## src/rtl/tmchain_pkg.sv

```systemverilog
package tmchain_pkg;
  localparam int MOD_PRESCALE = 64;
  localparam int FLW_BASE     = 30;
  localparam int FLW_SPAN     = 10;
  localparam int FLE_BASE     = 5;
  localparam int FLE_SPAN     = 6;
  localparam int TMR_SLOW     = 12;
  localparam int TMR_FAST     = 4;
  localparam int NIRQ         = 2;

  typedef enum logic {
    RATE_SLOW = 1'b0,
    RATE_FAST = 1'b1
  } tmr_rate_e;
endpackage

```

## src/rtl/tc_divider.sv

```systemverilog
module tc_divider #(
  parameter int W = 8
) (
  input  logic         clk,
  input  logic         rst_n,
  input  logic         en_i,
  input  logic [W-1:0] div_i,
  output logic         tick_o
);
  logic [W-1:0] cnt_q;
  logic         armed_q;

  // Down-counter; the divide value is sampled only at reload.
  always_ff @(posedge clk or negedge rst_n) begin
    if (!rst_n) begin
      cnt_q   <= '0;
      armed_q <= 1'b0;
      tick_o  <= 1'b0;
    end else if (!armed_q) begin
      cnt_q   <= div_i;
      armed_q <= 1'b1;
      tick_o  <= 1'b0;
    end else if (en_i) begin
      if (cnt_q == '0) begin
        cnt_q  <= div_i;
        tick_o <= 1'b1;
      end else begin
        cnt_q  <= cnt_q - 1'b1;
        tick_o <= 1'b0;
      end
    end else begin
      tick_o <= 1'b0;
    end
  end

  AST_TICK_ONE_WIDE: assert property (@(posedge clk) disable iff (!rst_n)
    (tick_o && ($past(div_i) != '0)) |=> !tick_o) else $error("tick wider than one cycle");
  AST_TICK_NEEDS_EN: assert property (@(posedge clk) disable iff (!rst_n)
    tick_o |-> $past(en_i)) else $error("tick without enable");
endmodule

```

## src/rtl/tc_irq_flag.sv

```systemverilog
module tc_irq_flag (
  input  logic clk,
  input  logic rst_n,
  input  logic set_i,
  input  logic clr_i,
  input  logic ie_i,
  output logic flag_o,
  output logic irq_o
);
  always_ff @(posedge clk or negedge rst_n) begin
    if (!rst_n) flag_o <= 1'b0;
    else        flag_o <= set_i | (flag_o & ~clr_i);
  end

  assign irq_o = flag_o & ie_i;

  AST_SET_WINS: assert property (@(posedge clk) disable iff (!rst_n)
    set_i |=> flag_o) else $error("flag missed a set");
  AST_CLR_TAKES: assert property (@(posedge clk) disable iff (!rst_n)
    (clr_i && !set_i) |=> !flag_o) else $error("flag survived a clear");
endmodule

```

## src/rtl/timing_chain.sv

```systemverilog
module timing_chain
  import tmchain_pkg::*;
#(
  parameter int USW = 8,
  parameter int MSW = 16,
  parameter int HMW = 8,
  parameter int SCW = 4,
  parameter int ACW = 8,
  parameter int FSW = 4
) (
  input  logic            clk,
  input  logic            rst_n,
  input  logic [USW-1:0]  usec_div,
  input  logic [MSW-1:0]  msec_div,
  input  logic [HMW-1:0]  hms_div,
  input  logic [SCW-1:0]  sec_div,
  input  logic [ACW-1:0]  aclk_div,
  input  logic            pdown,
  input  logic [FSW-1:0]  fwr_sel,
  input  logic [FSW-1:0]  fer_sel,
  input  logic            tmr_fast,
  input  logic [NIRQ-1:0] irq_en,
  input  logic [NIRQ-1:0] irq_clr,
  output logic            us_tick,
  output logic            ms_tick,
  output logic            hms_tick,
  output logic            sec_tick,
  output logic            mod_ce,
  output logic            flw_tick,
  output logic            fle_tick,
  output logic            tmr_tick,
  output logic [NIRQ-1:0] irq_flag,
  output logic [NIRQ-1:0] irq
);
  localparam int MODW = $clog2(MOD_PRESCALE);
  localparam int FLWW = $clog2(FLW_BASE + FLW_SPAN);
  localparam int FLEW = $clog2(FLE_BASE + FLE_SPAN);
  localparam int TMRW = $clog2(TMR_SLOW);

  // Main chain: each stage is enabled by the previous stage's tick.
  tc_divider #(.W(USW)) u_us  (.clk(clk), .rst_n(rst_n), .en_i(1'b1),
                               .div_i(usec_div), .tick_o(us_tick));
  tc_divider #(.W(MSW)) u_ms  (.clk(clk), .rst_n(rst_n), .en_i(us_tick),
                               .div_i(msec_div), .tick_o(ms_tick));
  tc_divider #(.W(HMW)) u_hms (.clk(clk), .rst_n(rst_n), .en_i(ms_tick),
                               .div_i(hms_div), .tick_o(hms_tick));
  tc_divider #(.W(SCW)) u_sec (.clk(clk), .rst_n(rst_n), .en_i(hms_tick),
                               .div_i(sec_div), .tick_o(sec_tick));

  // Analog branch: programmable pre-divide, then a fixed divide by 64.
  logic aclk_tick;
  tc_divider #(.W(ACW)) u_aclk (.clk(clk), .rst_n(rst_n), .en_i(~pdown),
                                .div_i(aclk_div), .tick_o(aclk_tick));
  tc_divider #(.W(MODW)) u_mod (.clk(clk), .rst_n(rst_n), .en_i(aclk_tick & ~pdown),
                                .div_i(MODW'(MOD_PRESCALE - 1)), .tick_o(mod_ce));

  // Flash time bases with clamped select fields.
  logic [FSW-1:0]  fwr_c, fer_c;
  logic [FLWW-1:0] flw_div;
  logic [FLEW-1:0] fle_div;
  always_comb begin
    fwr_c   = (int'(fwr_sel) > FLW_SPAN) ? FSW'(FLW_SPAN) : fwr_sel;
    fer_c   = (int'(fer_sel) > FLE_SPAN) ? FSW'(FLE_SPAN) : fer_sel;
    flw_div = FLWW'(FLW_BASE - 1) + FLWW'(fwr_c);
    fle_div = FLEW'(FLE_BASE - 1) + FLEW'(fer_c);
  end
  tc_divider #(.W(FLWW)) u_flw (.clk(clk), .rst_n(rst_n), .en_i(us_tick),
                                .div_i(flw_div), .tick_o(flw_tick));
  tc_divider #(.W(FLEW)) u_fle (.clk(clk), .rst_n(rst_n), .en_i(ms_tick),
                                .div_i(fle_div), .tick_o(fle_tick));

  // Timer prescale: 12 or 4 system clocks per count.
  tmr_rate_e       rate;
  logic [TMRW-1:0] tmr_div;
  always_comb begin
    rate = tmr_rate_e'(tmr_fast);
    case (rate)
      RATE_FAST: tmr_div = TMRW'(TMR_FAST - 1);
      default:   tmr_div = TMRW'(TMR_SLOW - 1);
    endcase
  end
  tc_divider #(.W(TMRW)) u_tmr (.clk(clk), .rst_n(rst_n), .en_i(1'b1),
                                .div_i(tmr_div), .tick_o(tmr_tick));

  // Interrupt flags: bit 0 millisecond, bit 1 seconds.
  logic [NIRQ-1:0] irq_src;
  assign irq_src = {sec_tick, ms_tick};
  for (genvar g = 0; g < NIRQ; g++) begin : g_irq
    tc_irq_flag u_flag (
      .clk(clk), .rst_n(rst_n), .set_i(irq_src[g]), .clr_i(irq_clr[g]),
      .ie_i(irq_en[g]), .flag_o(irq_flag[g]), .irq_o(irq[g])
    );
  end

  AST_PD_QUIET: assert property (@(posedge clk) disable iff (!rst_n)
    pdown |=> !mod_ce) else $error("modulator enable during power-down");
  AST_MS_NEEDS_US: assert property (@(posedge clk) disable iff (!rst_n)
    ms_tick |-> $past(us_tick)) else $error("ms tick without us tick");
endmodule

```

## config.mk

```make
export PLATFORM = sky130hd
export DESIGN_NAME = timing_chain
export DESIGN_NICKNAME = d
export VERILOG_FILES = /design/src/rtl/tmchain_pkg.sv /design/src/rtl/tc_divider.sv /design/src/rtl/tc_irq_flag.sv /design/src/rtl/timing_chain.sv
export SDC_FILE = /design/constraint.sdc
export NUM_CORES = 1
export LEC_CHECK = 0
export BUFFER_PORTS_ARGS = -buffer_cell sky130_fd_sc_hd__buf_2
export CAP_MARGIN = 20
export CORE_UTILIZATION = 59
export CTS_CLUSTER_SIZE = 10
export DETAILED_ROUTE_END_ITERATION = 10
export PLACE_DENSITY = 0.93
export SYNTH_ARGS = -nofsm -noshare
export SYNTH_HDL_FRONTEND = slang
export SYNTH_HIERARCHICAL = 1
export SYNTH_SLANG_ARGS = --single-unit
```

## constraint.sdc

```tcl
create_clock -name clk -period 3.4 [get_ports clk]
set_clock_uncertainty 0.1 [all_clocks]
set_input_delay 0.34 -clock clk [delete_from_list [all_inputs] [get_ports clk]]
set_output_delay 0.34 -clock clk [all_outputs]
set_load 0.005 [all_outputs]
```

==> impl_metrics.json <==
{
  "crit_path_end": "u_ms/cnt_q[4]$_DFFE_PN0P_",
  "final_antenna_net_count": 0,
  "clock_path_buffers": 2,
  "end_kind": "register",
  "place.gp.congestion": 0.889,
  "yosysSeqAreaShare": 0.393,
  "io_pins": 72,
  "async_flop_share": 1.00,
  "cp.required_ps": 3550,
  "synth.distinct_cells": 73,
  "setup_ws_ps": 835,
  "die_x_um": 97.2,
  "synthCells": 600,
  "worstPathArrival_ps": 2720,
  "dieHeight_um": 97.2,
  "fp.coreArea_um2": 8760,
  "synth_compound_area_frac": 0.245,
  "path_clk_slew_ps": 90,
  "crit_chain": "inv_1 -> ha_1 -> or4b_1 -> o41ai_2 -> buf_4 -> o21ai_0 -> a211o_1",
  "vias": 5068,
  "critPathTopFamily": "compound AO/OA/AOI/OAI gates",
  "dpl_worst_slack_ps": 846,
  "setup_tns_ps": 0,
  "clockRootBuffer": "clkbuf_8",
  "dpl-instance-area_um2": 5820,
  "n_fill_cell": 681,
  "timing.rr.start": "u_ms/cnt_q[0]$_DFFE_PN0P_",
  "ir_drop_v": 0.000266,
  "drt_iter0_markers": 310,
  "dr.pass1.iters": 5,
  "routed_via_density": 6.31,
  "leakagePower_nw": 2.71,
  "synth_area_per_cell_um2": 8.91,
  "pwr-share-comb": 0.198,
  "utilization": 0.690,
  "worst-r2r-setup-slack_ps": 840,
  "clock-sinks": 84,
  "ys_seq_elements": 84,
  "max_freq_mhz": 390,
  "max_slew_margin": 0.482,
  "antenna_found_initial": 0,
  "maxCapViolCount": 0,
  "power_density_nw_per_um2": 408,
  "pwr-share-clk": 0.286,
  "antenna_cells": 0,
  "crit_fanout": 10,
  "synth_top_area_frac": 0.393,
  "rsz0062_at_grt": "false",
  "yosys.area_share.simple": 0.260,
  "p_switching_mw": 0.852,
  "grt_max_degree": 85,
  "swShare": 0.345,
  "critical_path_buf_inv_count": 2,
  "startpoint": "u_ms/cnt_q[0]$_DFFE_PN0P_",
  "synth_ff_type": "dfrtp_1",
  "setup_viol_count_final": 0,
  "layout.nets": 765,
  "fin_hold_ws_ps": 98.4,
  "worstSetupStartpointType": "register",
  "yosysTopAreaCell": "dfrtp_1",
  "period_minus_slack_ps": 2560,
  "synthAdderAreaFrac": 0.0351,
  "final-hold-violation-count": 0,
  "overflow": 0,
  "finalNonFillerCells": 803,
  "ctsResizeCount": 0,
  "yosys_warnings": 6,
  "portBuffers": 71,
  "pwr-share-seq": 0.516,
  "cts_tree": "yes",
  "hold_class": "primary input to register",
  "stdcell_area_um2": 6050,
  "insertion_delay_ps": 370,
  "ff2ff_path_depth": 7,
  "syn_area_um2": 5340,
  "period_share": 0.754,
  "synth_xor_area_frac": 0.00164,
  "row_count": 34,
  "reg2reg_to": "u_ms/cnt_q[4]$_DFFE_PN0P_",
  "drc": 0,
  "critPathKind": "register to register",
  "synthMuxAreaShare": 0,
  "routedWlPerCell_um": 15.7,
  "critical_path.slowest_cell": "or4b_1",
  "tightest_slew_ps": 767,
  "grt_pass1_wl_um": 21300,
  "slew_violations": 0,
  "wl_um": 12600,
  "dieArea_um2": 9440,
  "synth_edf_count": 0,
  "synth_area_leaders": "dfrtp_1 (39%), ha_1 (3.5%), inv_1 (3.5%)",
  "dp_hpwl_um": 8890,
  "synth_top_family_by_area": "simple AND/OR/NAND/NOR gates",
  "syn_to_final_growth_pct": 13.2,
  "placedCellCount": 785,
  "cts_buffers": 9,
  "p_total_mw": 2.47,
  "htreeDepth": 3,
  "grt_pass1_vias": 4856,
  "p_int_mw": 1.62,
  "critical_path_depth": 7,
  "outcome": "completed",
  "grtUsageTotal": 0.271,
  "start_util": 0.610,
  "drive_above_1_share": 0.193,
  "worst_path_largest_cell_delay_ps": 560
}
-- power groups by stage --
stage,combinational [mW],clock [mW],sequential [mW]
3_3_place_gp,0.444,0,1.27
4_1_cts,0.479,0.717,1.27
3_5_place_dp,0.475,0,1.28
5_1_grt,0.549,0.748,1.29
6_report,0.489,0.708,1.28
2_1_floorplan,0.363,0,1.23
-- synth_stat cells, types with 5 or more instances --
cell and number:
a211o_1 6, a21oi_1 35, a221o_1 5, a22oi_1 6, a2bb2oi_1 8, a31oi_1 8
and3_1 6, buf_2 6, clkbuf_1 7, conb_1 11, dfrtp_1 84, ha_1 15
inv_1 50, nand2_1 32, nand2b_1 8, nand3_1 27, nand4_1 20, nor2_1 35
nor2b_1 11, nor3_1 22, nor3b_1 10, nor4_1 7, o211ai_1 10, o21ai_0 36
o21ai_1 5, o221a_2 6, o22ai_1 6, o2bb2a_1 6, or3_1 12
-- repair_timing --
action | 4_1_cts | 5_1_grt
hold buffers | 0 | 1
endpoints found under the hold margin | 0 | 32
setup buffers | 0 | 0
-- cells in the final DEF, fill, tap and decap left out, types with 5 or more instances in the layout --
master and count:
o21ai_0 36, nand4_1 20, a211o_1 6, a21oi_1 35, clkbuf_8 9, nand3_1 27
nor3_1 22, o221a_2 6, dfrtp_1 84, o21ai_1 5, o211ai_1 10, or3_1 12
nor2b_1 11, conb_1 33, nand2_1 32, nor2_1 35, o22ai_1 6, a221o_1 5
nand2b_1 8, ha_1 15, a31oi_1 8, nor4_1 7, a22oi_1 6, o2bb2a_1 6
inv_1 50, a2bb2oi_1 8, and3_1 6, buf_2 70, nor3b_1 10
-- area by class of cell --
cell class | count | area (um2) | area share
multi-input combinational | 469 | 3020 | 0.499
sequential | 84 | 2100 | 0.347
timing repair buffer | 76 | 418 | 0.0691
inverter | 50 | 188 | 0.0310
tap | 108 | 135 | 0.0223
clock buffer | 9 | 124 | 0.0205
clock inverter | 7 | 65.1 | 0.0108
-- cells by family (layout without fill, tap and decap cells) --
| kind of cell | count (synthesis) | count (layout) |
|---|---|---|
| other | 11 | 33 |
| buffers and inverters | 69 | 142 |
| AOI/OAI and AO/OA | 185 | 185 |
| and+or+nand+nor | 235 | 235 |
| xor gates and xnor gates | 1 | 1 |
| adders and majority gates | 15 | 15 |
| DFF | 84 | 84 |
-- layer usage --
metal  up-vias  global-route usage  routed length [um]
li1       2403                   -                   -
met1      2429               0.338                5360
met2       206               0.459                6200
met3        30              0.0540                 811
met4         0               0.114                 271
met5         -                   0                   0
-- registers in the layout (all words and copies together) (netlist names), 2 cells and up --
| register | cells |
|---|---|
| u_ms/cnt_q | 16 |
| u_aclk/cnt_q | 8 |
| u_hms/cnt_q | 8 |
| u_us/cnt_q | 8 |
| u_flw/cnt_q | 6 |
| u_mod/cnt_q | 6 |
| u_fle/cnt_q | 4 |
| u_sec/cnt_q | 4 |
| u_tmr/cnt_q | 4 |
| g_irq.u_flag/flag_o | 2 |
-- worst register-to-register path, cell delays in order, from the launching register on --
cell     delay (ps)
dfrtp_1         420
inv_1           120
ha_1            170
or4b_1          560
o41ai_2         450
buf_4           240
o21ai_0         100
a211o_1         310
-- worst min-delay path by stage --
stage                                                  end                   start  depth (start not counted)
after floorplan           g_irq[0].u_flag/flag_o$_DFF_PN0_                   rst_n                          0
after global placement    g_irq[1].u_flag/flag_o$_DFF_PN0_  u_sec/tick_o$_DFF_PN0_                          1
after detailed placement  g_irq[1].u_flag/flag_o$_DFF_PN0_  u_sec/tick_o$_DFF_PN0_                          1
after CTS                       u_fle/cnt_q[3]$_DFFE_PN0P_                   rst_n                          1
after global routing            u_ms/cnt_q[12]$_DFFE_PN0P_            msec_div[12]                          2
final                            u_ms/cnt_q[3]$_DFFE_PN0P_             msec_div[3]                          3
(Power assumes the default switching activity.)
